## src/rtl/sar_pkg.sv

```systemverilog
package sar_pkg;
  typedef enum logic [1:0] {
    ST_IDLE = 2'd0,
    ST_CONV = 2'd1,
    ST_END  = 2'd2
  } seq_state_e;
endpackage

```

## src/rtl/sar_sequencer.sv

```systemverilog
module sar_sequencer
  import sar_pkg::*;
#(
  parameter int W  = 12,
  parameter int IW = $clog2(W)
) (
  input  logic          clk,
  input  logic          rst,
  input  logic          start_i,
  output logic          load_o,
  output logic          step_o,
  output logic          last_o,
  output logic [IW-1:0] idx_o,
  output logic          idle_next_o,
  output logic          busy_o,
  output logic          clk_en_o,
  output logic          eoc_o
);
  localparam logic [IW-1:0] TOP_IDX = IW'(W - 1);

  seq_state_e    state_q, state_d;
  logic [IW-1:0] idx_q;

  assign load_o      = (state_q == ST_IDLE) && start_i;
  assign step_o      = (state_q == ST_CONV);
  assign last_o      = step_o && (idx_q == '0);
  assign idx_o       = idx_q;
  assign idle_next_o = (state_d == ST_IDLE);

  always_comb begin
    state_d = state_q;
    case (state_q)
      ST_IDLE: if (start_i) state_d = ST_CONV;
      ST_CONV: if (idx_q == '0) state_d = ST_END;
      ST_END:  state_d = ST_IDLE;
      default: state_d = ST_IDLE;
    endcase
  end

  always_ff @(posedge clk) begin
    if (rst) begin
      state_q  <= ST_IDLE;
      idx_q    <= '0;
      busy_o   <= 1'b0;
      clk_en_o <= 1'b0;
      eoc_o    <= 1'b0;
    end else begin
      state_q  <= state_d;
      if (load_o)
        idx_q <= TOP_IDX;
      else if (step_o && !last_o)
        idx_q <= idx_q - 1'b1;
      busy_o   <= (state_d != ST_IDLE);
      clk_en_o <= (state_d == ST_CONV);
      eoc_o    <= (state_q == ST_END);
    end
  end


  conv_holds_busy_chk: assert property (@(posedge clk) disable iff (rst)
    (state_q == ST_CONV) |=> busy_o);


  idx_walks_down_chk: assert property (@(posedge clk) disable iff (rst)
    (step_o && !last_o) |=> (step_o && idx_q == $past(idx_q) - 1'b1));
endmodule

```

## src/rtl/sar_register.sv

```systemverilog
module sar_register #(
  parameter int W  = 12,
  parameter int IW = $clog2(W)
) (
  input  logic          clk,
  input  logic          rst,
  input  logic          load_i,
  input  logic          step_i,
  input  logic          last_i,
  input  logic [IW-1:0] idx_i,
  input  logic          keep_i,
  output logic [W-1:0]  trial_o,
  output logic [W-1:0]  result_o
);
  localparam logic [W-1:0] MSB_ONLY = {1'b1, {(W-1){1'b0}}};

  logic [W-1:0] sel;
  logic [W-1:0] decided;
  logic [W-1:0] next_bit;

  generate
    for (genvar i = 0; i < W; i++) begin : g_bit
      assign sel[i]     = (idx_i == IW'(i));
      assign decided[i] = sel[i] ? (trial_o[i] & keep_i) : trial_o[i];
      if (i < W - 1) begin : g_lower
        assign next_bit[i] = (idx_i == IW'(i + 1));
      end else begin : g_top
        assign next_bit[i] = 1'b0;
      end
    end
  endgenerate

  always_ff @(posedge clk) begin
    if (rst) begin
      trial_o  <= '0;
      result_o <= '0;
    end else if (load_i) begin
      trial_o  <= MSB_ONLY;
      result_o <= '0;
    end else if (step_i) begin
      if (last_i) begin
        trial_o  <= decided;
        result_o <= decided;
      end else begin
        trial_o  <= decided | next_bit;
      end
    end
  end


  load_msb_chk: assert property (@(posedge clk) disable iff (rst)
    load_i |=> (trial_o == MSB_ONLY));


  low_bits_clear_chk: assert property (@(posedge clk) disable iff (rst)
    step_i |-> (trial_o[idx_i] && ((trial_o & ((W'(1) << idx_i) - 1'b1)) == '0)));


  drop_on_low_chk: assert property (@(posedge clk) disable iff (rst)
    (step_i && !keep_i) |=> !trial_o[$past(idx_i)]);
endmodule

```

## src/rtl/sar_outbuf.sv

```systemverilog
module sar_outbuf #(
  parameter int W = 12
) (
  input  logic         clk,
  input  logic         rst,
  input  logic         rd_i,
  input  logic         idle_next_i,
  input  logic [W-1:0] result_i,
  output logic         oe_o,
  output logic [W-1:0] data_o
);
  logic grant;
  assign grant = rd_i && idle_next_i;

  always_ff @(posedge clk) begin
    if (rst) begin
      oe_o   <= 1'b0;
      data_o <= '0;
    end else begin
      oe_o   <= grant;
      data_o <= grant ? result_i : '0;
    end
  end


  gated_zero_chk: assert property (@(posedge clk) disable iff (rst)
    !oe_o |-> (data_o == '0));
endmodule

```

## src/rtl/sar_adc_ctrl.sv

```systemverilog
module sar_adc_ctrl #(
  parameter int W = 12
) (
  input  logic         clk,
  input  logic         rst,
  input  logic         start_i,
  input  logic         cmp_keep_i,
  input  logic         read_i,
  output logic         conv_clk_en_o,
  output logic         busy_o,
  output logic         eoc_o,
  output logic [W-1:0] trial_o,
  output logic         data_oe_o,
  output logic [W-1:0] data_o
);
  localparam int IW = $clog2(W);

  logic          load, step, last, idle_next;
  logic [IW-1:0] idx;
  logic [W-1:0]  result;

  sar_sequencer #(.W(W), .IW(IW)) u_seq (
    .clk        (clk),
    .rst        (rst),
    .start_i    (start_i),
    .load_o     (load),
    .step_o     (step),
    .last_o     (last),
    .idx_o      (idx),
    .idle_next_o(idle_next),
    .busy_o     (busy_o),
    .clk_en_o   (conv_clk_en_o),
    .eoc_o      (eoc_o)
  );

  sar_register #(.W(W), .IW(IW)) u_reg (
    .clk     (clk),
    .rst     (rst),
    .load_i  (load),
    .step_i  (step),
    .last_i  (last),
    .idx_i   (idx),
    .keep_i  (cmp_keep_i),
    .trial_o (trial_o),
    .result_o(result)
  );

  sar_outbuf #(.W(W)) u_out (
    .clk        (clk),
    .rst        (rst),
    .rd_i       (read_i),
    .idle_next_i(idle_next),
    .result_i   (result),
    .oe_o       (data_oe_o),
    .data_o     (data_o)
  );


  busy_blocks_read_chk: assert property (@(posedge clk) disable iff (rst)
    busy_o |-> !data_oe_o);


  eoc_after_busy_chk: assert property (@(posedge clk) disable iff (rst)
    eoc_o |-> (!busy_o && !conv_clk_en_o && $fell(busy_o)));


  gate_within_busy_chk: assert property (@(posedge clk) disable iff (rst)
    conv_clk_en_o |-> busy_o);


  reset_idle_chk: assert property (@(posedge clk)
    rst |=> (!busy_o && !conv_clk_en_o && !data_oe_o));
endmodule

```

## config.mk

```make
export PLATFORM = sky130hd
export DESIGN_NAME = sar_adc_ctrl
export DESIGN_NICKNAME = d
export VERILOG_FILES = /design/src/rtl/sar_pkg.sv /design/src/rtl/sar_sequencer.sv /design/src/rtl/sar_register.sv /design/src/rtl/sar_outbuf.sv /design/src/rtl/sar_adc_ctrl.sv
export SDC_FILE = /design/constraint.sdc
export NUM_CORES = 1
export LEC_CHECK = 0
export ABC_AREA = 1
export BUFFER_PORTS_ARGS = -buffer_cell sky130_fd_sc_hd__buf_2
export CAP_MARGIN = 20
export CORE_MARGIN = 5
export CORE_UTILIZATION = 56
export CTS_BUF_LIST = sky130_fd_sc_hd__clkbuf_4 sky130_fd_sc_hd__clkbuf_8
export DETAILED_ROUTE_END_ITERATION = 10
export PLACE_DENSITY = 0.8
export REMOVE_ABC_BUFFERS = 1
export SKIP_CTS_REPAIR_TIMING = 1
export SKIP_LAST_GASP = 1
export SLEW_MARGIN = 20
export SYNTH_ARGS = -nofsm -noshare
export SYNTH_HDL_FRONTEND = slang
export SYNTH_SLANG_ARGS = --single-unit
```

## constraint.sdc

```tcl
create_clock -name clk -period 1.58 [get_ports clk]
set_input_delay 0.316 -clock clk [delete_from_list [all_inputs] [get_ports clk]]
set_output_delay 0.316 -clock clk [all_outputs]
set_load 0.005 [all_outputs]
```

==> out/qor.yml <==
clock_tree:
  root_buffer: "clkbuf_4"
  cts_buffers: 5
  clk_pin_slew_ns: 0.12
  cts.path.max_buffers: 2
  cts.sinks: 46
  h-tree-depth: 2
  clk_latency_ns: 0.34
  cts_tree: "yes"
yosys:
  yosysWarnings: 0
  yosysTopAreaCell: "dfxtp_1"
  synth_ff_type: "dfxtp_1"
  synth_fa_ha_area_share_pct: 3.50
  synthMuxAreaShare_pct: 0
  synthSimpleGateAreaFrac_pct: 19.2
  syn_avg_cell_area_um2: 8.30
  synth_area_um2: 1790
  synth_compound_area_share_pct: 16.4
  synth_cell_types: 23
  synth_seq_area_share_pct: 51.6
  synth-xor-area-share_pct: 0
  synth-async-reset-ratio_pct: 0
  synth_top_family_by_area: "simple AND/OR/NAND/NOR gates"
  synth_edf_count: 0
  yosys-top-cells-area: "dfxtp_1, inv_1, a21oi_1"
  synth_top_cell_area_share_pct: 51.6
  synth_cells: 215
  synth-seq-cells: 46
placed_design:
  dp_cells: 288
  port_buffers: 32
  placed_cell_area_um2: 1970
  place_congestion: 0.862
  place_ws_ns: 0.0971
  hpwl_um: 2530
power_and_ir_drop:
  vdd_drop_max_v: 0.000612
  p_comb_share_pct: 16.6
  p_sw_share_pct: 27.9
  intPower_mw: 1.56
  p_clk_share_pct: 26.0
  p_per_area_nw_per_um2: 1050
  seqPwrFrac_pct: 57.4
  fin_total_pwr_mw: 2.16
  leakage_nw: 0.928
  power_switching_mw: 0.603
routing:
  drtIter0Drc: 91
  wl_met1_um: 1620
  drt-wirelength-per-cell_um: 11.8
  first_pass_iters: 5
  routed-wl-met2_um: 1690
  drc: 0
  vias: 1453
  wirelength_um: 3500
  detail-route-antenna-nets: 0
  dr.max_layer_used: "met4"
  via_per_inst: 4.91
  dr_wl_met3_um: 142
global_routing:
  antenna_found_initial: 0
  grt_pass1_wl_um: 6080
  grt_max_degree: 19
  grt_pass1_vias: 1327
  grt_use_total_pct: 18.0
  gr-total-overflow: 0
setup_path:
  critPathLaunchType: "register"
  worstSetupPathType: "register to register"
  end_kind: "register"
  crit_arrival_ns: 1.57
  worstPathRequired_ns: 1.81
  path_max_fanout: 7
timing:
  grt_setup_unrepaired: "no"
  slew_headroom_pct: 76.8
  fin_crit_ns: 1.34
  setup-tns-final_ns: 0
  setup_slack_ns: 0.235
  slew_viol_final: 0
  setup_viol: 0
  min_period_over_period_pct: 85.1
  fin_skew_ns: 0.00653
  whs_ns: 0.226
  final_hold_viol_count: 0
  clock.fmax_ghz: 0.744
  worst_pin_slew_ns: 0.347
outcome:
  status: "finished, final reports clean"
final_layout:
  area_growth_pct: 14.8
  fill_cells: 296
  final_core_util_pct: 67.1
  fin_area_um2: 2050
  final_nets: 261
  n_antenna_cell: 0
  layout-drive-gt1-share_pct: 23.8
  fin_cells: 296
  multi_input_area_um2: 711
  seq_area_um2: 921
floorplan:
  fp.dieH_um: 66.5
  die_w_um: 66.5
  start_util_pct: 58.5
  coreArea_um2: 3050
  rows: 20
  die-area_um2: 4420
  ioPinCount: 33
worst_hold_path:
  worstHoldPathType: "input pin to register"
flow_run:
  maxCapViolations: 0
## cell families (layout without fill, tap and decap cells)
logic type,count (synthesis),after routing
compound gates,56,56
fa+ha+maj,5,5
buf+inv,38,75
flops,46,46
simple gates,70,70
## critical path, stage by stage (launching register included)
cell and delay, ns:
dfxtp_1 0.36, inv_1 0.16, ha_4 0.20, inv_1 0.06
nor3_1 0.21, nand2_1 0.09, nand2_1 0.09, a21oi_1 0.07
## cell usage in the layout (no fill, tap or decap), types with 2 or more instances in the layout
master    instances
a21oi_1          23
buf_2            32
buf_4             2
clkbuf_4          6
dfxtp_1          46
ha_1              4
inv_1            30
inv_2             3
nand2_1          24
nand2_2           2
nand2_4           2
nand3_1           7
nor2_1           22
nor2_2            6
nor3_1            3
o21ai_0          16
o21ai_1           7
o22ai_1           9
## per-layer routing
metal	up-vias	global-route usage, %
li1	768	-
met4	0	7.11
met2	32	29.0
met3	5	3.54
met1	648	23.5
met5	-	0
## power by group through the flow
stage          sequential (mW)  clock [mW]  combinational (mW)
3_3_place_gp              1.26           0               0.336
6_report                  1.24       0.561               0.359
4_1_cts                   1.24       0.582               0.344
5_1_grt                   1.25       0.634               0.408
3_5_place_dp              1.26           0               0.341
2_1_floorplan             1.26           0               0.239
## cell type report
cell class	instances	share of cell area (%)
tap	44	2.69
clock buffer	7	2.87
clock inverter	1	0.244
multi-input combinational	131	34.7
timing repair buffer	34	8.55
inverter	33	6.04
sequential	46	44.9
## synth_stat cells (2+ instances only)
cell type / n
nand3_1: 7
dfxtp_1: 46
nor2_2: 6
nor2_1: 22
nand2_2: 2
o21ai_1: 7
o21ai_0: 16
nand2_1: 24
nor3_1: 3
buf_6: 3
ha_1: 5
inv_1: 31
inv_2: 2
a21oi_1: 23
o22ai_1: 9
nand2_4: 2
## state kept, by name (all words and copies together), names as in the netlist
name,count
u_reg.result_o,12
u_reg.trial_o,12
u_seq.idx_o,4
u_out.oe_o,1
u_seq.clk_en_o,1
u_seq.state_q,2
u_seq.busy_o,1
u_seq.eoc_o,1
u_out.data_o,12
## final timing paths
kind	startpoint	end	slack, ns	depth (start not counted)
worst max-delay path	u_seq.idx_o[1]	u_reg.trial_o[4]	0.24	7
worst max register to register	u_seq.idx_o[1]	u_reg.trial_o[4]	0.24	7
worst min register to register	u_reg.result_o[3]	u_out.data_o[3]	0.43	2
worst min-delay path	rst	u_seq.busy_o	0.23	2
No activity file was read; power rests on OpenSTA's default activity.
